**config.mk**
```make
export PLATFORM = sky130hd
export DESIGN_NAME = keyed_wdog
export DESIGN_NICKNAME = d
export VERILOG_FILES = /design/src/rtl/wdk_pkg.sv /design/src/rtl/wdk_keyseq.sv /design/src/rtl/wdk_count.sv /design/src/rtl/keyed_wdog.sv
export SDC_FILE = /design/constraint.sdc
export NUM_CORES = 1
export LEC_CHECK = 0
export BUFFER_PORTS_ARGS = -buffer_cell sky130_fd_sc_hd__buf_2
export CAP_MARGIN = 0
export CORE_MARGIN = 2
export CORE_UTILIZATION = 45
export CTS_BUF_LIST = sky130_fd_sc_hd__clkbuf_8
export CTS_CLUSTER_SIZE = 8
export DETAILED_ROUTE_END_ITERATION = 16
export MAX_ROUTING_LAYER = met4
export PLACE_DENSITY = 0.73
export SLEW_MARGIN = 0
export SYNTH_ARGS = -nofsm -noshare
export SYNTH_HDL_FRONTEND = slang
export SYNTH_SLANG_ARGS = --single-unit
```
**constraint.sdc**
```tcl
create_clock -name clk -period 5.5 [get_ports clk]
set_clock_uncertainty 0.1 [all_clocks]
set_input_delay 0.825 -clock clk [delete_from_list [all_inputs] [get_ports clk]]
set_output_delay 0.825 -clock clk [all_outputs]
set_load 0.005 [all_outputs]
```
**src/rtl/wdk_pkg.sv**
```systemverilog
package wdk_pkg;
    localparam int unsigned DATA_W = 16;
    localparam int unsigned WT_W   = 8;
    localparam int unsigned WT_LSB = 8;

    localparam logic [DATA_W-1:0] KEY_FIRST  = 16'h5555;
    localparam logic [DATA_W-1:0] KEY_SECOND = 16'hAAAA;

    // Control fields as held in flops.
    typedef struct packed {
        logic [WT_W-1:0] wt;
        logic            spare;
        logic            rst_on_exp;
        logic            en;
        logic            dbg_hold;
        logic            lp_hold;
    } ctrl_t;

    typedef struct packed {
        logic sw_cause;
        logic to_cause;
    } cause_t;
endpackage

```
**src/rtl/wdk_keyseq.sv**
```systemverilog
module wdk_keyseq
    import wdk_pkg::*;
(
    input  logic              clk,
    input  logic              rst_n,
    input  logic              wr_i,
    input  logic [DATA_W-1:0] data_i,
    output logic              reload_o
);
    typedef enum logic {SEQ_IDLE, SEQ_ARMED} seq_e;

    typedef struct packed {
        seq_e st;
    } seq_st_t;

    seq_st_t seq_q, seq_d;

    always_comb begin
        seq_d    = seq_q;
        reload_o = 1'b0;
        if (wr_i) begin
            if (seq_q.st == SEQ_IDLE && data_i == KEY_FIRST) begin
                seq_d.st = SEQ_ARMED;
            end else if (seq_q.st == SEQ_ARMED && data_i == KEY_SECOND) begin
                seq_d.st = SEQ_IDLE;
                reload_o = 1'b1;
            end else begin
                seq_d.st = SEQ_IDLE;
            end
        end
    end

    always_ff @(posedge clk or negedge rst_n) begin
        if (!rst_n) seq_q <= '{st: SEQ_IDLE};
        else        seq_q <= seq_d;
    end

    // After a completed pair the sequence waits for the first key again.
    assert_seq_rearm_R5: assert property (@(posedge clk) disable iff (!rst_n)
        reload_o |=> seq_q.st == SEQ_IDLE);

    // The state moves only on a service write.
    assert_seq_hold_R6: assert property (@(posedge clk) disable iff (!rst_n)
        !wr_i |=> $stable(seq_q.st));
endmodule

```
**src/rtl/wdk_count.sv**
```systemverilog
module wdk_count #(
    parameter int unsigned CNT_W = 9
) (
    input  logic             clk,
    input  logic             rst_n,
    input  logic             load_i,
    input  logic [CNT_W-1:0] load_val_i,
    input  logic             run_i,
    input  logic             tick_i,
    output logic             expire_o
);
    localparam logic [CNT_W-1:0] ONE = CNT_W'(1);

    typedef struct packed {
        logic [CNT_W-1:0] cnt;
    } cnt_st_t;

    cnt_st_t c_q, c_d;

    always_comb begin
        c_d      = c_q;
        expire_o = 1'b0;
        if (load_i) begin
            c_d.cnt = load_val_i;
        end else if (run_i && tick_i) begin
            if (c_q.cnt == ONE) begin
                expire_o = 1'b1;
                c_d.cnt  = load_val_i;
            end else begin
                c_d.cnt = c_q.cnt - ONE;
            end
        end
    end

    always_ff @(posedge clk or negedge rst_n) begin
        if (!rst_n) c_q <= '0;
        else        c_q <= c_d;
    end

    assert_count_step_R4: assert property (@(posedge clk) disable iff (!rst_n)
        (run_i && tick_i && !load_i && c_q.cnt > ONE) |=> c_q.cnt == $past(c_q.cnt) - ONE);

    assert_count_hold_R7: assert property (@(posedge clk) disable iff (!rst_n)
        (!run_i && !load_i) |=> $stable(c_q.cnt));
endmodule

```
**src/rtl/keyed_wdog.sv**
```systemverilog
module keyed_wdog
    import wdk_pkg::*;
#(
    parameter int unsigned ADDR_W = 3
) (
    input  logic              clk,
    input  logic              rst_n,
    input  logic              tick_i,
    input  logic              lp_halt_i,
    input  logic              dbg_halt_i,
    input  logic              bus_wr_i,
    input  logic [ADDR_W-1:0] bus_addr_i,
    input  logic [DATA_W-1:0] bus_wdata_i,
    output logic [DATA_W-1:0] bus_rdata_o,
    output logic              sys_rst_o
);
    localparam int unsigned CNT_W = WT_W + 1;
    localparam logic [ADDR_W-1:0] OFS_CTRL = ADDR_W'(0);
    localparam logic [ADDR_W-1:0] OFS_SVC  = ADDR_W'(2);
    localparam logic [ADDR_W-1:0] OFS_STAT = ADDR_W'(4);

    typedef struct packed {
        ctrl_t  ctrl;
        cause_t cause;
        logic   rst;
    } top_st_t;

    top_st_t s_q, s_d;

    logic             ctrl_wr, svc_wr, svc_reload, enabling;
    logic             held, run, load, expire;
    logic [CNT_W-1:0] load_val;

    assign ctrl_wr = bus_wr_i && (bus_addr_i == OFS_CTRL);
    assign svc_wr  = bus_wr_i && (bus_addr_i == OFS_SVC);

    wdk_keyseq u_keyseq (
        .clk      (clk),
        .rst_n    (rst_n),
        .wr_i     (svc_wr),
        .data_i   (bus_wdata_i),
        .reload_o (svc_reload)
    );

    always_comb begin
        enabling = ctrl_wr && bus_wdata_i[2] && !s_q.ctrl.en;
        held     = (lp_halt_i && s_q.ctrl.lp_hold) || (dbg_halt_i && s_q.ctrl.dbg_hold);
        run      = s_q.ctrl.en && !held;
        load     = enabling || svc_reload;
        if (enabling) load_val = CNT_W'(bus_wdata_i[WT_LSB +: WT_W]) + CNT_W'(1);
        else          load_val = CNT_W'(s_q.ctrl.wt) + CNT_W'(1);
    end

    wdk_count #(.CNT_W(CNT_W)) u_count (
        .clk        (clk),
        .rst_n      (rst_n),
        .load_i     (load),
        .load_val_i (load_val),
        .run_i      (run),
        .tick_i     (tick_i),
        .expire_o   (expire)
    );

    always_comb begin
        s_d     = s_q;
        s_d.rst = 1'b0;
        if (ctrl_wr) begin
            s_d.ctrl.lp_hold    = bus_wdata_i[0];
            s_d.ctrl.dbg_hold   = bus_wdata_i[1];
            s_d.ctrl.en         = s_q.ctrl.en || bus_wdata_i[2];
            s_d.ctrl.rst_on_exp = bus_wdata_i[3];
            s_d.ctrl.spare      = bus_wdata_i[7];
            s_d.ctrl.wt         = bus_wdata_i[WT_LSB +: WT_W];
            if (bus_wdata_i[4]) begin
                s_d.rst            = 1'b1;
                s_d.cause.sw_cause = 1'b1;
            end
        end
        if (expire) begin
            s_d.cause.to_cause = 1'b1;
            if (s_q.ctrl.rst_on_exp) s_d.rst = 1'b1;
        end
    end

    always_ff @(posedge clk or negedge rst_n) begin
        if (!rst_n) s_q <= '0;
        else        s_q <= s_d;
    end

    always_comb begin
        unique case (bus_addr_i)
            OFS_CTRL: bus_rdata_o = {s_q.ctrl.wt, s_q.ctrl.spare, 3'b000, s_q.ctrl.rst_on_exp,
                                     s_q.ctrl.en, s_q.ctrl.dbg_hold, s_q.ctrl.lp_hold};
            OFS_STAT: bus_rdata_o = {{(DATA_W-2){1'b0}}, s_q.cause.sw_cause, s_q.cause.to_cause};
            default:  bus_rdata_o = '0;
        endcase
    end

    assign sys_rst_o = s_q.rst;

    assert_en_sticky_R3: assert property (@(posedge clk) disable iff (!rst_n)
        s_q.ctrl.en |=> s_q.ctrl.en);

    assert_to_sticky_R10: assert property (@(posedge clk) disable iff (!rst_n)
        s_q.cause.to_cause |=> s_q.cause.to_cause);

    assert_sw_sticky_R10: assert property (@(posedge clk) disable iff (!rst_n)
        s_q.cause.sw_cause |=> s_q.cause.sw_cause);

    assert_rst_has_cause_R8: assert property (@(posedge clk) disable iff (!rst_n)
        sys_rst_o |-> (s_q.cause.to_cause || s_q.cause.sw_cause));
endmodule

```
==> After elaboration in Yosys (flattened, before gate mapping) <==
Cells that the tools add are included.
{ "totals": {"latch_bits": 0, "register_bits": 26, "n_memories": 0, "inputBits": 25, "mem_bits_rw": 0, "rom_bits": 0, "output_inout_bits": 17} }
{ "classes": {"reduce_logical": 18, "order_cmp": 0, "bitwise": 1, "n_addsub": 3, "eq_ne": 5, "shift": 0, "div_mod_pow": 0, "multipliers": 0, "mux": 16} }
{ "op_table": {"columns": ["cell", "n"], "rows": [
  ["9-bit 2-to-1 mux", 4],
  ["16-bit case mux with 2 select lines", 1],
  ["8-bit by 1-bit adder with 9-bit output, second input constant", 2],
  ["16-bit by 15-bit == test with 1-bit output, second input constant", 1],
  ["16-bit == test, second input constant", 1],
  ["1-bit 2-to-1 mux", 11],
  ["1-bit logical AND", 10],
  ["9-bit by 1-bit == test with 1-bit output, second input constant", 1],
  ["9-bit by 1-bit subtractor with 9-bit output, second input constant", 1],
  ["3-bit by 2-bit == test with 1-bit output, second input constant", 1],
  ["3-bit == test, second input constant", 1],
  ["3-bit zero test", 1],
  ["1-bit logical OR", 3],
  ["1-bit zero test", 2],
  ["2-bit AND reduction", 1],
  ["2-bit nonzero test", 1],
  ["1-bit inverter", 1]
]} }

==> Longest topological paths before layout <==
{ "depth": {"ltp_word": 8, "depth_mapped": 11, "depth_no_buf": 10} }

==> Modules after synthesis <==
Synthesis repeated with hierarchy kept, for this count alone.
{ "unflattened": {"cells_unflattened": 202, "hier_area_um2": 1941.9} }
{ "modules_own_cells": {"columns": ["module", "cells_each", "n_inst", "area_each_um2", "seq_area_each_um2"], "rows": [
  ["keyed_wdog", 108, 1, 1101.1, 400.4],
  ["wdk_count", 79, 1, 689.4, 225.2],
  ["wdk_keyseq", 15, 1, 151.4, 25.0]
]} }

==> Worst setup path after synthesis <==
Ideal clock, no wire load.
{ "synth_path": {"kind": "input port to flip-flop", "startpoint": "input bus_addr_i[1]", "endpoint": "register u_count.c_q[6] (netlist name)", "n_path_buf": 1, "arrival_time_ps": 2931, "path_stages": 10, "required_time_ps": 5276, "setup_ps": 124, "slack_ps": 2345, "path_cell_list": "nor4b_4 nand3b_4 buf_2 mux2_2 ha_1 nand3_1 nor2_1 xnor2_1 a2111oi_4 a211o_1"} }
{ "synth_between": {"elab_chain_cells": 8} }
{ "synth_rtl": {"columns": ["element", "line_no", "text"], "rows": [
  ["start, declared", "keyed_wdog.sv:12", "input logic [ADDR_W-1:0] bus_addr_i,"],
  ["3-bit zero test", "keyed_wdog.sv:34", "assign ctrl_wr = bus_wr_i && (bus_addr_i == OFS_CTRL);"],
  ["1-bit logical AND", "keyed_wdog.sv:34", null],
  ["1-bit logical AND (2 in series)", "keyed_wdog.sv:46", "enabling = ctrl_wr && bus_wdata_i[2] && !s_q.ctrl.en;"],
  ["9-bit 2-to-1 mux", "keyed_wdog.sv:50", "if (enabling) load_val = CNT_W'(bus_wdata_i[WT_LSB +: WT_W]) + CNT_W'(1);"],
  ["9-bit 2-to-1 mux", "wdk_count.sv:26", "if (c_q.cnt == ONE) begin"],
  ["9-bit 2-to-1 mux", "wdk_count.sv:25", "end else if (run_i && tick_i) begin"],
  ["9-bit 2-to-1 mux", "wdk_count.sv:23", "if (load_i) begin"],
  ["end signal, assigned", "wdk_count.sv:36", "if (!rst_n) c_q <= '0;"],
  ["end signal, assigned", "wdk_count.sv:37", "else c_q <= c_d;"],
  ["end, declared", "wdk_count.sv:18", "cnt_st_t c_q, c_d;"]
]} }
Several ways; a longest one is shown, not always the timed one. The select of a mux whose other input is x is not followed.
A chain may end at the register's enable or synchronous reset.

==> Worst setup path after layout <==
Ends and elaborated chain as after synthesis.

==> flow_summary.toml <==
[sta]
setup_slack_ps = 2373
min_period_ps = 3127
rsz0062_at_grt = "false"
drv_slew = 0
setup-tns-final_ps = 0
setup_violations = 0
final.period_utilization_pct = 56.85
max_freq_mhz = 319.8
hold_violations = 0
tightestPinTransition_ps = 953.2
slew_headroom_pct = 35.96

[setup_path]
cp_max_fo = 16
end_kind = "flop"
cp.arrival_ps = 3250
required_ps = 5620
rr_worst_depth = 8
cp-start-kind = "primary input"
critPathKind = "primary input to flop"
r2r_start = "s_q[5]"
cp-startpoint = "bus_addr_i[1]"
reg2reg_slack_ps = 3120

[floorplanning]
ios = 42
die_area_mm2 = 0.004556
die_y_um = 67.50
row_count = 23
initial_core_util_pct = 46.02
fp.coreArea_mm2 = 0.003943
fp.dieW_um = 67.50

[synthesis]
synth_edf_count = 0
yosysWarnings = 0
synthArstFlopShare_pct = 100.0
synth_top_area_share_pct = 35.86
synth_cells = 188
yosys-top-cells-area = "dfrtp_1 36%, mux2_2 8.7%, and2_1 3.8%, mux2i_1 3.3%, xnor2_1 2.9%"
netlist_area_mm2 = 0.001814
ys_types = 51
syn_avg_cell_area_um2 = 9.650
yosys_most_used_dff = "dfrtp_1"
yosysTopAreaCell = "dfrtp_1"
ys_ff_latch = 26
yosysMostFrequentCell = "dfrtp_1"
ys_seq_area_share_pct = 35.86
synth_common_cells = "26 x dfrtp_1, 14 x mux2_2, 12 x nor2_1"

[global_route]
antenna_found_initial = 0
grt_most_used_layer = "met2"
grt_pass1_vias = 1475
met2_usage_pct = 31.99
grt_pass1_wl_um = 6900
globalRouteMet1Util_pct = 28.84
grt_overflow = 0
grt_usage_pct = 20.78
grt_start_max_net_pins = 27
met3_usage_pct = 1.500

[clock_network]
cts_buffers = 3
path_clk_slew_ps = 90
htreeDepth = 1
insertion_delay_ps = 280
cts_tree = "built"
ctsHoldBuffers = 0
root_buffer = "clkbuf_8"
postCtsSetupBuffers = 0
post_cts_resized = 0
cts.path.max_buffers = 2
cts_num_sinks = 26

[min_path]
hold_path_class = "flop to flop"
min_delay_path_depth = 1
min_from = "s_q[2]"

[placement]
port-buffer-count = 38
dp_hpwl_um = 3112
dp_slack_ps = 2083
globalplace.congestion = 0.8828

[drt]
routed-via-count = 1554
drtPass1Iterations = 4
drc = 0
wl_per_cell_um = 14.71
drt_wl_total_um = 4016
drt-initial-drc-count = 48
final_antenna_net_count = 0
vias_per_cell = 5.692

[power]
vdd_ir_drop_max_uv = 191.1
pwr_density_cell_mw_per_mm2 = 311.1
leakagePower_uw = 0.0009545

[finish]
drive_above_1_share_pct = 29.60
diodes = 0
syn_to_final_growth_pct = 15.24
fill_cells = 366
finalNetCount = 252

[flow_run]
maxCapViolCount = 0

[outcome]
status = "complete, no violations"
## power by group
group | internal (µW) | switching [µW]
Clock | 97.4 | 62.3
Combinational | 99.4 | 97.4
Sequential | 243 | 51.0
## metrics by stage
step | hold slack (ps) | instance area (µm²) | cells | total power, µW | util, %
2_1_floorplan | 327.5 | 1822 | 190 | 434.8 | -
3_3_place_gp | 354.2 | 2019 | 269 | 491.4 | 51.22
3_5_place_dp | 352.8 | 2019 | 269 | 496.4 | 51.22
4_1_cts | 373.9 | 2091 | 273 | 655.2 | 53.03
5_1_grt | 401.7 | 2091 | 273 | 696.5 | 53.03
6_report | 365.9 | 2091 | 273 | 650.5 | 53.03
## area by class of cell
type	instances	area (µm²)	share of cell area, %
multi-input combinational	150	1094	52.30
sequential	26	650.6	31.12
timing repair buffer	39	197.7	9.455
tap	50	62.56	2.992
clock buffer	3	41.29	1.975
clock inverter	1	30.03	1.436
inverter	4	15.01	0.7181
## flip-flops by register name, summed over array words and instances (netlist names)
register	count
s_q	15
sys_rst_o	1
u_count.c_q	9
u_keyseq.seq_q	1
## cell families after synthesis
logic type	count (synthesis)	share of synthesized area [%]
AOI/OAI and AO/OA	35	14.14
xor gates and xnor gates	10	4.827
adders and majority gates	3	2.069
buffers and inverters	14	4.276
DFF	26	35.86
muxes	20	12.00
other	1	0.2067
and+or+nand+nor	79	26.62
## final timing paths
path | end
setup reg to reg | u_count.c_q[6]
hold reg to reg | s_q[2]
setup / recovery | u_count.c_q[6]
max in group asynchronous | s_q[13]
min in group asynchronous | s_q[8]
hold / removal | s_q[2]
## cell usage in the layout (no fill, tap or decap), types with 2 or more instances in the layout
cell	count
buf_2	38
conb_1	3
o21ai_0	6
mux2i_1	6
a21o_1	2
nor3_1	8
nand4_1	6
a22o_1	2
nand3_1	9
dfrtp_1	26
clkbuf_8	3
or3_1	3
o22ai_1	4
xnor2_1	6
ha_1	3
a21oi_1	10
nor2_1	12
xor2_1	4
nor4b_1	4
mux2_2	14
nand2_1	11
and2_1	11
inv_1	4
## worst max-delay path, cell delays in order
cell       delay (ps)
buf_2             140
nor4b_4           260
buf_4             280
nand3b_4          230
mux2_2            320
ha_1              250
nand3_1           150
nor2_1            190
xnor2_1           120
a2111oi_4         350
a211o_1           130
## layer usage
| metal | wire length (µm) | up-vias | part of all wire (%) |
|---|---|---|---|
| met1 | 1911 | 756 | 48 |
| met2 | 1922 | 34 | 48 |
| met5 | 0 | - | 0 |
| li1 | - | 759 | - |
| met3 | 132 | 5 | 3.3 |
| met4 | 49 | 0 | 1.2 |
Note: power is estimated with default switching activity, not from simulation.
